**src/rtl/dma_irq_pkg.sv**
```systemverilog
package dma_irq_pkg;

   localparam int unsigned DATA_W  = 32;
   localparam int unsigned EOL_BIT = 30;
   localparam int unsigned ABT_BIT = 31;

   localparam int unsigned ADDR_STAT = 0;
   localparam int unsigned ADDR_MASK = 1;
   localparam int unsigned ADDR_SOFT = 2;

   typedef enum logic [1:0] {
      SEL_NONE,
      SEL_STAT,
      SEL_MASK,
      SEL_SOFT
   } reg_sel_e;

   function automatic logic [DATA_W-1:0] live_bits(input int unsigned n_ch);
      logic [DATA_W-1:0] v;
      v = '0;
      for (int unsigned i = 0; i < 2 * n_ch; i++) v[i] = 1'b1;
      v[EOL_BIT] = 1'b1;
      v[ABT_BIT] = 1'b1;
      return v;
   endfunction

endpackage

```
**src/rtl/dma_irq_decode.sv**
```systemverilog
module dma_irq_decode
   import dma_irq_pkg::*;
#(
   parameter int unsigned ADDR_W = 4
) (
   input  logic [ADDR_W-1:0] addr,
   input  logic              wr,
   output reg_sel_e          sel,
   output logic              stat_wr,
   output logic              mask_wr,
   output logic              soft_wr
);

   always_comb begin
      sel = SEL_NONE;
      if (addr == ADDR_W'(ADDR_STAT))      sel = SEL_STAT;
      else if (addr == ADDR_W'(ADDR_MASK)) sel = SEL_MASK;
      else if (addr == ADDR_W'(ADDR_SOFT)) sel = SEL_SOFT;
   end

   assign stat_wr = wr && (sel == SEL_STAT);
   assign mask_wr = wr && (sel == SEL_MASK);
   assign soft_wr = wr && (sel == SEL_SOFT);

endmodule

```
**src/rtl/dma_irq_status.sv**
```systemverilog
module dma_irq_status
   import dma_irq_pkg::*;
#(
   parameter int unsigned NUM_CH = 8
) (
   input  logic              clk,
   input  logic              rst_n,
   input  logic [NUM_CH-1:0] evt_half,
   input  logic [NUM_CH-1:0] evt_full,
   input  logic              evt_eol,
   input  logic              evt_abort,
   input  logic              soft_set,
   input  logic              clr_en,
   input  logic [DATA_W-1:0] clr_data,
   output logic [DATA_W-1:0] status
);

   localparam int unsigned FULL_LSB = NUM_CH;
   localparam logic [DATA_W-1:0] LIVE = live_bits(NUM_CH);

   logic [DATA_W-1:0] set_vec;

   always_comb begin
      set_vec = '0;
      set_vec[NUM_CH-1:0]               = evt_half;
      set_vec[FULL_LSB +: NUM_CH]       = evt_full;
      set_vec[EOL_BIT]                  = evt_eol | soft_set;
      set_vec[ABT_BIT]                  = evt_abort;
   end

   for (genvar b = 0; b < DATA_W; b++) begin : g_bit
      if (LIVE[b]) begin : g_live
         logic flag_q;
         always_ff @(posedge clk) begin
            if (!rst_n)                     flag_q <= 1'b0;
            else if (set_vec[b])            flag_q <= 1'b1;
            else if (clr_en && clr_data[b]) flag_q <= 1'b0;
         end
         assign status[b] = flag_q;

         assert_set_wins_R6: assert property (@(posedge clk) disable iff (!rst_n)
            set_vec[b] |=> status[b]);
         assert_sticky_R2: assert property (@(posedge clk) disable iff (!rst_n)
            (status[b] && !(clr_en && clr_data[b])) |=> status[b]);
         assert_clear_R5: assert property (@(posedge clk) disable iff (!rst_n)
            (clr_en && clr_data[b] && !set_vec[b]) |=> !status[b]);
      end else begin : g_dead
         assign status[b] = 1'b0;
      end
   end

endmodule

```
**src/rtl/dma_irq_mask.sv**
```systemverilog
module dma_irq_mask
   import dma_irq_pkg::*;
#(
   parameter int unsigned NUM_CH = 8
) (
   input  logic              clk,
   input  logic              rst_n,
   input  logic              wr_en,
   input  logic [DATA_W-1:0] wr_data,
   output logic [DATA_W-1:0] mask
);

   localparam logic [DATA_W-1:0] LIVE = live_bits(NUM_CH);

   logic [DATA_W-1:0] mask_q;

   always_ff @(posedge clk) begin
      if (!rst_n)     mask_q <= '0;
      else if (wr_en) mask_q <= wr_data & LIVE;
   end

   assign mask = mask_q;

   assert_mask_hold_R10: assert property (@(posedge clk) disable iff (!rst_n)
      !wr_en |=> $stable(mask));
   assert_mask_dead_R7: assert property (@(posedge clk) disable iff (!rst_n)
      (mask & ~LIVE) == '0);

endmodule

```
**src/rtl/dma_irq_combine.sv**
```systemverilog
module dma_irq_combine
   import dma_irq_pkg::*;
#(
   parameter bit REG_OUT = 1'b1
) (
   input  logic              clk,
   input  logic              rst_n,
   input  logic [DATA_W-1:0] status,
   input  logic [DATA_W-1:0] mask,
   output logic              irq
);

   logic pend;
   assign pend = |(status & mask);

   if (REG_OUT) begin : g_reg
      logic irq_q;
      always_ff @(posedge clk) begin
         if (!rst_n) irq_q <= 1'b0;
         else        irq_q <= pend;
      end
      assign irq = irq_q;

      assert_irq_rise_R8: assert property (@(posedge clk) disable iff (!rst_n)
         pend |=> irq);
      assert_irq_fall_R8: assert property (@(posedge clk) disable iff (!rst_n)
         !pend |=> !irq);
   end else begin : g_comb
      assign irq = pend;
   end

endmodule

```
**src/rtl/dma_irq_ctrl.sv**
```systemverilog
module dma_irq_ctrl
   import dma_irq_pkg::*;
#(
   parameter int unsigned NUM_CH  = 8,
   parameter int unsigned ADDR_W  = 4,
   parameter bit          REG_OUT = 1'b1
) (
   input  logic              clk,
   input  logic              rst_n,
   input  logic [NUM_CH-1:0] evt_half,
   input  logic [NUM_CH-1:0] evt_full,
   input  logic              evt_eol,
   input  logic              evt_abort,
   input  logic [ADDR_W-1:0] reg_addr,
   input  logic              reg_wr,
   input  logic [31:0]       reg_wdata,
   output logic [31:0]       reg_rdata,
   output logic              irq
);

   if (NUM_CH < 1 || 2 * NUM_CH > EOL_BIT) begin : g_bad_ch
      $error("dma_irq_ctrl: NUM_CH must be 1..15");
   end
   if (ADDR_W < 2) begin : g_bad_addr
      $error("dma_irq_ctrl: ADDR_W must be at least 2");
   end

   reg_sel_e          sel;
   logic              stat_wr, mask_wr, soft_wr;
   logic [DATA_W-1:0] status, mask;

   dma_irq_decode #(.ADDR_W(ADDR_W)) u_decode (
      .addr    (reg_addr),
      .wr      (reg_wr),
      .sel     (sel),
      .stat_wr (stat_wr),
      .mask_wr (mask_wr),
      .soft_wr (soft_wr)
   );

   dma_irq_status #(.NUM_CH(NUM_CH)) u_status (
      .clk       (clk),
      .rst_n     (rst_n),
      .evt_half  (evt_half),
      .evt_full  (evt_full),
      .evt_eol   (evt_eol),
      .evt_abort (evt_abort),
      .soft_set  (soft_wr),
      .clr_en    (stat_wr),
      .clr_data  (reg_wdata),
      .status    (status)
   );

   dma_irq_mask #(.NUM_CH(NUM_CH)) u_mask (
      .clk     (clk),
      .rst_n   (rst_n),
      .wr_en   (mask_wr),
      .wr_data (reg_wdata),
      .mask    (mask)
   );

   dma_irq_combine #(.REG_OUT(REG_OUT)) u_combine (
      .clk    (clk),
      .rst_n  (rst_n),
      .status (status),
      .mask   (mask),
      .irq    (irq)
   );

   always_comb begin
      unique case (sel)
         SEL_STAT: reg_rdata = status;
         SEL_MASK: reg_rdata = mask;
         default:  reg_rdata = '0;
      endcase
   end

   assert_soft_sets_R4: assert property (@(posedge clk) disable iff (!rst_n)
      soft_wr |=> status[EOL_BIT]);
   assert_abort_sets_R3: assert property (@(posedge clk) disable iff (!rst_n)
      evt_abort |=> status[ABT_BIT]);
   assert_rd_zero_R10: assert property (@(posedge clk) disable iff (!rst_n)
      (sel == SEL_NONE || sel == SEL_SOFT) |-> (reg_rdata == '0));

endmodule

```
**config.mk**
```make
export PLATFORM = sky130hd
export DESIGN_NAME = dma_irq_ctrl
export DESIGN_NICKNAME = d
export VERILOG_FILES = /design/src/rtl/dma_irq_pkg.sv /design/src/rtl/dma_irq_decode.sv /design/src/rtl/dma_irq_status.sv /design/src/rtl/dma_irq_mask.sv /design/src/rtl/dma_irq_combine.sv /design/src/rtl/dma_irq_ctrl.sv
export SDC_FILE = /design/constraint.sdc
export NUM_CORES = 1
export LEC_CHECK = 0
export CAP_MARGIN = 20
export CELL_PAD_IN_SITES_DETAIL_PLACEMENT = 0
export CELL_PAD_IN_SITES_GLOBAL_PLACEMENT = 2
export CORE_MARGIN = 2
export CORE_UTILIZATION = 27
export CTS_CLUSTER_SIZE = 10
export DETAILED_ROUTE_END_ITERATION = 8
export GPL_TIMING_DRIVEN = 0
export PLACE_DENSITY = 0.95
export SLEW_MARGIN = 20
export SYNTH_ARGS = -nofsm -noshare
export SYNTH_HDL_FRONTEND = slang
export SYNTH_HIERARCHICAL = 1
export SYNTH_SLANG_ARGS = --single-unit
```
**constraint.sdc**
```tcl
create_clock -name clk -period 4.3 [get_ports clk]
set_clock_uncertainty 0.15 [all_clocks]
set_input_delay 0.645 -clock clk [delete_from_list [all_inputs] [get_ports clk]]
set_output_delay 0.645 -clock clk [all_outputs]
set_load 0.01 [all_outputs]
```
==> impl_metrics.toml <==
[hold_path]
hold_class = "flip-flop to flip-flop"
hold_start = "u_status/g_bit[12].g_live.flag_q"
min_to = "u_status/g_bit[12].g_live.flag_q"
whs_path_depth = 2

[power_and_ir_drop]
p_per_area_nw_per_um2 = 257
p_sw_mw = 0.221
p_int_mw = 0.649
switching_share_pct = 25.4
pwr-share-clk_pct = 36.8
leakagePower_nw = 1.33
peakVddDrop_mv = 0.123
comb_power_share_pct = 21.1
seq_power_share_pct = 42.0
total_power_mw = 0.870

[detailed_routing]
via_per_inst = 4.51
wl_per_cell_um = 14.5
drc_errors = 0
vias = 2201
routed_wl_mm = 7.06
postRouteAntennaNets = 0
drt-pass1-iter-count = 4
drtIter0Drc = 87

[worst_setup_path]
r2r_start = "u_status/g_bit[2].g_live.flag_q"
r2r_end = "u_combine/irq"
criticalPathCategory = "input port to output pin"
crit_fanout = 10
cp.required_ns = 3.50
start_kind = "input port"
r2r.worst_path.cells = 4
critPathCaptureType = "output pin"
ff2ff_setup_slack_ns = 2.78
crit_arrival_ns = 2.86

[clocking]
post_cts_buffers = 0
cts_buffers = 5
clk_path_buf_depth = 2
clk_pin_slew_ns = 0.08
cts_sinks = 37
cts_tree = "built"
htree_levels = 2
worstSkewPairLatency_ns = 0.30
cts-resized-gates = 0
cts-root-buf = "clkbuf_8"
cts_hold_buf = 0

[synthesis]
synth_top_area_cell = "dfxtp_1"
synthXorXnorAreaFrac_pct = 0.362
synthSimpleGateAreaFrac_pct = 12.4
synth_top_family_by_area = "compound AO/OA/AOI/OAI gates"
ys_warn_count = 6
ys_types = 27
syn_area_sq_um = 2420
syn_avg_cell_area_sq_um = 8.49
synth_top_area_share_pct = 30.6
synth.area.top_cells = "dfxtp_1 (31%), buf_4 (15%), a22oi_1 (14%), mux2i_1 (7.4%), nor2_1 (5.0%)"
syn_inst = 285
synth_mux_area_share_pct = 7.45
ys_seq_area_share_pct = 30.6
synth-compound-area-share_pct = 24.8
synth_fa_ha_area_share_pct = 1.03
synth-seq-cells = 37

[finish]
syn2layout_area_growth_pct = 39.8
drive_gt1_share_pct = 19.2
final_cells = 488
diodes = 0
nets = 438
fin_util_pct = 38.8
fillers = 908

[grt]
grt_pass1_wl_mm = 10.9
grt_max_degree = 20
overflow = 0
antenna_found_initial = 0
grt_usage_pct = 14.3
grt_pass1_vias = 2184

[placed_design]
dp.cells = 480
port_buffers = 61
dpl.hpwl_mm = 5.28
globalplace.congestion = 0.787

[timing]
fin_crit_ns = 3.65
max_freq_mhz = 274
rsz0062_at_grt = "false"
hold_viol = 0
fin_setup_tns_ns = 0
setup_viol = 0
report.final.slew_viol_count = 0
max_slew_margin_pct = 54.7
fin_crit_sh_pct = 85.0
tightest_slew_ns = 0.678

[outcome]
status = "finished, final reports clean"

[floorplanning]
rows = 34
coreArea_sq_um = 8720
die_h_um = 98.7
ios = 90
die_w_um = 98.7
die_area_sq_um = 9740
initial_utilization_pct = 27.7

[job]
maxCapViolCount = 0
## flip-flops by register name (all words and copies together), names as in the netlist
| signal | cells |
|---|---|
| u_combine/irq | 1 |
| u_mask/mask | 18 |
| u_status/g_bit.g_live.flag_q | 18 |
## layout make-up
class	count	area, sq um	share of cell area [%]
inverter	19	71.3	2.11
multi-input combinational	194	1220	36.1
tap	108	135	3.99
sequential	37	741	21.9
timing repair buffer	61	611	18.0
buffer	61	485	14.3
clock inverter	2	37.5	1.11
clock buffer	6	82.6	2.44
## cell usage after synthesis
library cell	n
nor2_1	32
a22oi_2	4
o21ai_0	13
nor3_2	1
a22oi_1	44
xnor2_1	1
o41a_1	1
buf_12	1
inv_1	19
buf_4	47
nand3b_1	1
dfxtp_1	37
nand4_1	4
o31a_2	1
conb_1	2
ha_1	2
o21ai_1	4
nor2b_1	18
and3b_1	1
a31oi_1	17
nor3_1	2
mux2i_1	18
buf_6	8
a21boi_0	1
clkbuf_1	2
buf_2	3
and3_1	1
## worst max path at each step
stage | start | endpoint | slack (ns) | cells after the start
CTS | reg_addr[0] | reg_rdata[9] | 0.63 | 8
floorplan | reg_addr[1] | reg_rdata[12] | 1.88 | 6
global placement | reg_addr[0] | reg_rdata[9] | 0.69 | 8
finish | reg_addr[0] | reg_rdata[9] | 0.65 | 8
global route | reg_addr[0] | reg_rdata[30] | 0.55 | 8
detailed placement | reg_addr[0] | reg_rdata[9] | 0.63 | 8
## worst max-delay path, cell delays in order
cell and delay (ns):
clkdlybuf4s50_1 0.53, xnor2_1 0.09, nor3_1 0.24, ha_1 0.36, buf_6 0.20, a22oi_1 0.09
nor2_1 0.14, clkdlybuf4s50_1 0.56
## metrics by stage
stage / area [sq um] / hold WS, ns / setup slack [ns]
6_report: 3380 / 0.373 / 0.647
3_5_place_dp: 3260 / 0.359 / 0.632
3_3_place_gp: 3260 / 0.353 / 0.690
2_1_floorplan: 2520 / 0.342 / 1.88
4_1_cts: 3380 / 0.374 / 0.630
5_1_grt: 3380 / 0.385 / 0.548
## layer usage
layer	vias to the layer above	routed length, um	part of all wire, %	global-route usage [%]
met5	-	0	0	0
met2	50	3450	49	25.0
met3	5	394	5.6	3.90
li1	1129	-	-	-
met4	0	38	0.54	2.74
met1	1017	3180	45	17.8
## power groups by stage
stage	sequential (mW)	combinational [mW]	clock, mW
after floorplan	0.371	0.109	0
after global placement	0.373	0.180	0
after detailed placement	0.373	0.181	0
after CTS	0.365	0.182	0.328
after global routing	0.367	0.201	0.343
final	0.366	0.184	0.320
## kinds of logic (layout without fill, tap and decap cells)
family	after synthesis	after routing
buf+inv	80	149
compound gates	85	85
xor+xnor	1	1
simple gates	60	60
other cells	2	28
fa+ha+maj	2	2
flops	37	37
mux	18	18
## cell usage in the layout (no fill, tap or decap)
cell type / n
buf_2: 3
bufinv_16: 1
nor2b_1: 18
buf_4: 47
conb_1: 28
o41a_1: 1
nor3_2: 1
clkinvlp_4: 1
clkdlybuf4s50_1: 61
mux2i_1: 18
and3b_1: 1
xnor2_1: 1
buf_6: 8
a22oi_1: 44
a22oi_2: 4
o31a_2: 1
nand4_1: 4
buf_12: 1
a21boi_0: 1
ha_1: 2
and3_1: 1
dfxtp_1: 37
nor2_1: 32
o21ai_1: 4
a31oi_1: 17
clkbuf_1: 2
inv_1: 19
nor3_1: 2
clkbuf_8: 6
nand3b_1: 1
o21ai_0: 13
No activity file was read; power rests on OpenSTA's default activity.
